--- src/rtl/dacbank_pkg.sv ---
package dacbank_pkg;
  parameter int unsigned DAC_ADDR_W = 3;
  parameter int unsigned DAC_CODE_W = 8;
  parameter int unsigned DAC_SYNC_N = 2;

  function automatic logic [DAC_CODE_W-1:0] midscale_code();
    logic [DAC_CODE_W-1:0] v;
    v = '0;
    v[DAC_CODE_W-1] = 1'b1;
    return v;
  endfunction
endpackage

--- src/rtl/dacbank_sync.sv ---
module dacbank_sync #(
  parameter int unsigned W      = 3,
  parameter int unsigned STAGES = 2,
  parameter logic [W-1:0] RST_VAL = '0
) (
  input  logic         clk,
  input  logic         rst,
  input  logic [W-1:0] d_i,
  output logic [W-1:0] q_o
);
  logic [W-1:0] chain [STAGES];

  always_ff @(posedge clk) begin
    if (rst) begin
      for (int s = 0; s < STAGES; s++) chain[s] <= RST_VAL;
    end else begin
      chain[0] <= d_i;
      for (int s = 1; s < STAGES; s++) chain[s] <= chain[s-1];
    end
  end

  assign q_o = chain[STAGES-1];
endmodule

--- src/rtl/dacbank_shifter.sv ---
module dacbank_shifter #(
  parameter int unsigned FRAME_W = 11
) (
  input  logic               clk,
  input  logic               rst,
  input  logic               sclk_s,
  input  logic               sdi_s,
  input  logic               sel_n_s,
  output logic [FRAME_W-1:0] word_o,
  output logic               wr_stb_o
);
  logic               sclk_d;
  logic               sel_d;
  logic [FRAME_W-1:0] shreg;
  logic               sclk_rise;

  assign sclk_rise = sclk_s & ~sclk_d;

  always_ff @(posedge clk) begin
    if (rst) begin
      sclk_d <= 1'b0;
      sel_d  <= 1'b1;
      shreg  <= '0;
    end else begin
      sclk_d <= sclk_s;
      sel_d  <= sel_n_s;
      if (sclk_rise && !sel_n_s) shreg <= {shreg[FRAME_W-2:0], sdi_s};
    end
  end

  assign word_o   = shreg;
  assign wr_stb_o = sel_n_s & ~sel_d;

  // no shifting while the synchronized select is high
  a_r2_hold_when_deselected: assert property (@(posedge clk) disable iff (rst)
    sel_n_s |=> $stable(shreg));
  // one-cycle strobe
  a_r9_single_strobe: assert property (@(posedge clk) disable iff (rst)
    wr_stb_o |=> !wr_stb_o);
endmodule

--- src/rtl/dacbank_latches.sv ---
module dacbank_latches
  import dacbank_pkg::*;
#(
  parameter int unsigned ADDR_W = DAC_ADDR_W,
  parameter int unsigned CODE_W = DAC_CODE_W,
  localparam int unsigned NCH   = 1 << ADDR_W,
  localparam int unsigned FLAT_W = NCH * CODE_W
) (
  input  logic              clk,
  input  logic              rst,
  input  logic              preset_n,
  input  logic              wr_stb,
  input  logic [ADDR_W-1:0] wr_addr,
  input  logic [CODE_W-1:0] wr_code,
  output logic [FLAT_W-1:0] code_o
);
  localparam logic [CODE_W-1:0] MID = {1'b1, {(CODE_W-1){1'b0}}};

  logic [CODE_W-1:0] mem [NCH];

  always_ff @(posedge clk or negedge preset_n) begin
    if (!preset_n) begin
      for (int c = 0; c < NCH; c++) mem[c] <= MID;
    end else if (rst) begin
      for (int c = 0; c < NCH; c++) mem[c] <= MID;
    end else if (wr_stb) begin
      mem[wr_addr] <= wr_code;
    end
  end

  for (genvar g = 0; g < NCH; g++) begin : g_flat
    assign code_o[g*CODE_W +: CODE_W] = mem[g];
  end

  // no change without a strobe
  a_r4_stable_without_write: assert property (@(posedge clk) disable iff (rst || !preset_n)
    !$past(wr_stb) |-> $stable(code_o));
  // held preset keeps every channel at midscale, even over a strobe
  a_r5_preset_midscale: assert property (@(posedge clk) disable iff (rst)
    (!preset_n && $past(!preset_n)) |-> (code_o == {NCH{MID}}));
  // a strobe lands its code in the addressed channel
  a_r3_addressed_write: assert property (@(posedge clk) disable iff (rst || !preset_n)
    wr_stb |=> (mem[$past(wr_addr)] == $past(wr_code)));
endmodule

--- src/rtl/octal_dac_core.sv ---
module octal_dac_core
  import dacbank_pkg::*;
#(
  parameter int unsigned ADDR_W = DAC_ADDR_W,
  parameter int unsigned CODE_W = DAC_CODE_W,
  parameter int unsigned SYNC_N = DAC_SYNC_N,
  localparam int unsigned NCH     = 1 << ADDR_W,
  localparam int unsigned FRAME_W = ADDR_W + CODE_W
) (
  input  logic                  clk,
  input  logic                  rst,
  input  logic                  preset_n,
  input  logic                  sclk,
  input  logic                  sdi,
  input  logic                  sel_n,
  input  logic                  shdn_n,
  output logic [NCH*CODE_W-1:0] code_o,
  output logic                  shut_o
);
  logic [2:0]         sync_q;
  logic [FRAME_W-1:0] word;
  logic               wr_stb;

  dacbank_sync #(.W(3), .STAGES(SYNC_N), .RST_VAL(3'b100)) u_sync (
    .clk (clk),
    .rst (rst),
    .d_i ({sel_n, sdi, sclk}),
    .q_o (sync_q)
  );

  dacbank_shifter #(.FRAME_W(FRAME_W)) u_shift (
    .clk      (clk),
    .rst      (rst),
    .sclk_s   (sync_q[0]),
    .sdi_s    (sync_q[1]),
    .sel_n_s  (sync_q[2]),
    .word_o   (word),
    .wr_stb_o (wr_stb)
  );

  dacbank_latches #(.ADDR_W(ADDR_W), .CODE_W(CODE_W)) u_lat (
    .clk      (clk),
    .rst      (rst),
    .preset_n (preset_n),
    .wr_stb   (wr_stb),
    .wr_addr  (word[FRAME_W-1 -: ADDR_W]),
    .wr_code  (word[CODE_W-1:0]),
    .code_o   (code_o)
  );

  always_ff @(posedge clk) begin
    if (rst) shut_o <= 1'b0;
    else     shut_o <= ~shdn_n;
  end

  // indicator follows the inverted request one cycle later
  a_r7_shut_mirror: assert property (@(posedge clk) disable iff (rst)
    1'b1 |=> (shut_o == !$past(shdn_n)));
endmodule

--- config.mk ---
export PLATFORM = sky130hd
export DESIGN_NAME = octal_dac_core
export DESIGN_NICKNAME = d
export VERILOG_FILES = /design/src/rtl/dacbank_pkg.sv /design/src/rtl/dacbank_sync.sv /design/src/rtl/dacbank_shifter.sv /design/src/rtl/dacbank_latches.sv /design/src/rtl/octal_dac_core.sv
export SDC_FILE = /design/constraint.sdc
export NUM_CORES = 1
export LEC_CHECK = 0
export BUFFER_PORTS_ARGS = -buffer_cell sky130_fd_sc_hd__buf_2
export CORE_AREA = 2 2 92 94
export CTS_CLUSTER_DIAMETER = 150
export DETAILED_ROUTE_END_ITERATION = 8
export DIE_AREA = 0 0 94 96
export MAX_ROUTING_LAYER = met4
export PLACE_DENSITY = 0.66
export SYNTH_ARGS = -nofsm -noshare
export SYNTH_HDL_FRONTEND = slang
export SYNTH_SLANG_ARGS = --single-unit
--- constraint.sdc ---
create_clock -name clk -period 2.81 [get_ports clk]
set_input_delay 0.7025 -clock clk [delete_from_list [all_inputs] [get_ports clk]]
set_output_delay 0.7025 -clock clk [all_outputs]
set_load 0.02 [all_outputs]
==> key figures <==
Clock network
  • Post-CTS Resized: 0
  • Sink Count: 84
  • Clk root buf: clkbuf_8
  • # H-tree levels: 3
  • CTS clk-pin slew, worst paths: 0.08 ns
  • Hold Buf Count CTS: 0
  • Num CTS Buffers: 9
  • Max Root-Sink Buffers: 2
  • Post-CTS setup buffers: 0
  • Skew-Pair Late Insertion Delay: 0.36 ns
  • CTS tree: done

Finish
  • Area taken by multi-input logic gates: 1400 um2
  • Finished Core Util: 0.517
  • FF/Latch Area: 2010 um2
  • Antenna cells: 0
  • Syn-to-layout area delta: 18.5%
  • Fillers: 724
  • Share of cells above drive strength 1: 0.313
  • NumNets Final: 360

Critical path
  • Delay-heaviest family, CP: flip-flops
  • Critical path cell sequence: buf_2
  • Critical-path maximum fanout: 2
  • Critical Path Max Stage Delay: 0.55 ns
  • CP max stage cell: dfstp_2
  • R2r setup slk: 1.42 ns
  • Worst Setup Path Type: flop to primary output
  • CP Capture Type: primary output
  • Worst Path Required: 2.11 ns
  • CP startpoint kind: flop
  • Worst path buffer plus inverter count: 1
  • Worst Path Arrival: 1.06 ns

Pwr
  • Clk pwr share: 0.428
  • VDD IR-drop max: 0.000302 V
  • Switch share: 0.214
  • Pwr per Cell Area: 538 nW/um2
  • Leakage: 2.27 nW
  • Gate power share: 0.031
  • Pint: 1.76 mW
  • Switching power: 0.480 mW
  • Sequential Power Share: 0.541

Timing
  • Worst Skew: 0.00912 ns
  • Setup WS post-layout: 1.05 ns
  • Final TNS setup: 0 ns
  • Min Tclk post-route: 1.76 ns
  • F_max: 0.567 GHz
  • Slew Limit Fails: 0
  • RSZ-0062 raised after global routing: no
  • Final period util: 0.628
  • Slew @ Worst Pin: 0.669 ns
  • Final setup vio count: 0
  • Final hold violations: 0
  • Slew HR: 0.552

Place
  • Placer Congestion: 0.739
  • Post-DP HPWL: 4910 um
  • I/O Buffers: 71
  • DP Worst Slack: 0.841 ns

Run status
  • Outcome: finished clean

Synth
  • Mapped Cells: 289
  • Synth top area cells: dfrtp_1, mux2i_1, dfxtp_1
  • Area leader, netlist: dfrtp_1
  • YS warnings: 0
  • Synth cell types: 22
  • Syn_area_per_cell: 12.2 um2
  • Flops & latches, synth: 84
  • Sequential-to-total area share from yosys stat: 0.572
  • Share of the synthesized area in the top cell type: 0.399
  • Syn Nets: 296
  • Post-Syn Area: 3520 um2

Route
  • # DRC: 0
  • Initial DRC Count: 90
  • Final ANT Viol Nets: 0
  • Vias per std cell: 4.80
  • Routed len/inst: 15.7 um
  • Pre-antenna DRT Iters: 4
  • Post-Route WL: 7280 um
  • Routed vias: 2223

Global route
  • Largest net degree at the start of global routing: 42
  • GR Util All Layers: 0.177
  • Remaining global-route overflow: 0
  • Global-route wire length before repair: 11600 um
  • Initial antenna violation count: 0
  • Vias in the first global route: 2159

Floorplanning
  • Initial core utilization: 0.437
  • IO Pins: 72
  • Die height: 96 um
  • Chip Width: 94 um
  • Die area: 9020 um2
  • Core Area: 8050 um2
  • Row count: 33

Run
  • MaxCap Viol Count: 0

Worst hold path
  • Hold Crit Class: input pin to async pin
synth_stat cells (all sizes together):
| library cell | number |
|---|---|
| nand3 | 2 |
| dfrtp | 56 |
| mux2i | 75 |
| dfstp | 8 |
| or2 | 3 |
| nand2 | 6 |
| dfxtp | 20 |
| buf | 13 |
| nor2b | 7 |
| and3b | 1 |
| clkbuf | 9 |
| and3 | 2 |
| nor2 | 22 |
| nand2b | 63 |
| nor3b | 2 |
cell usage in the layout (no fill, tap or decap), types with 2 or more instances in the layout:
master / n
mux2i_1: 75
buf_2: 71
nand2b_1: 63
dfrtp_1: 56
nor2_1: 22
dfxtp_1: 20
clkbuf_8: 10
dfstp_2: 8
nor2b_1: 7
nand2_2: 6
or2_2: 3
buf_4: 3
bufinv_16: 2
clkinv_2: 2
power by group through the flow:
| stage | Sequential, mW | Clock, mW | Combinational (mW) |
|---|---|---|---|
| 6_report | 1.21 | 0.959 | 0.0705 |
| 5_1_grt | 1.21 | 1.04 | 0.0789 |
| 4_1_cts | 1.21 | 0.990 | 0.0729 |
| 3_5_place_dp | 1.24 | 0 | 0.0728 |
| 3_3_place_gp | 1.24 | 0 | 0.0720 |
| 2_1_floorplan | 1.24 | 0 | 0.0368 |
per-stage QoR:
| stage | total power, mW | cell area [um2] | hold slack, ns | instances |
|---|---|---|---|---|
| after floorplan | 1.28 | 3520 | 0.389 | 289 |
| after global placement | 1.31 | 3940 | 0.397 | 447 |
| after detailed placement | 1.31 | 3940 | 0.398 | 447 |
| after CTS | 2.27 | 4170 | 0.337 | 463 |
| after global routing | 2.33 | 4170 | 0.363 | 463 |
| final | 2.24 | 4170 | 0.332 | 463 |
cell families after synthesis:
logic type / share of synthesized area
muxes: 0.214
buffers and inverters: 0.0310
and+or+nand+nor: 0.183
DFF: 0.572
state kept, by name, summed over array words and instances, names as in the netlist:
signal          count
u_lat.code_o       64
u_shift.sel_d       1
u_shift.word_o     11
u_sync.chain        6
u_shift.sclk_d      1
shut_o              1
layer usage:
layer / global-route usage / wire length (um) / share of wire / up-vias
met4: 0.0652 / 105 / 0.014 / 0
met5: - / 0 / 0 / -
met3: 0.0470 / 330 / 0.045 / 6
met2: 0.241 / 3180 / 0.44 / 54
met1: 0.255 / 3670 / 0.50 / 1085
li1: - / - / - / 1078
layout make-up:
class	count	share of cell area
flip-flops and latches	84	0.483
multi-input cells	183	0.336
repair buffers	75	0.0955
clock buffers	10	0.0330
well taps	105	0.0315
clock inverters	6	0.0207
final timing paths:
path                                     from            endpoint  depth (start not counted)
max in group asynchronous            preset_n    u_lat.code_o[12]                          2
hold / removal                       preset_n    u_lat.code_o[59]                          1
setup reg to reg           u_sync.chain[0][5]    u_lat.code_o[51]                          3
min in group clk           u_sync.chain[0][2]  u_sync.chain[0][5]                          1
hold reg to reg            u_sync.chain[0][2]  u_sync.chain[0][5]                          1
setup / recovery             u_lat.code_o[23]          code_o[23]                          1
No activity file was read; power rests on OpenSTA's default activity.
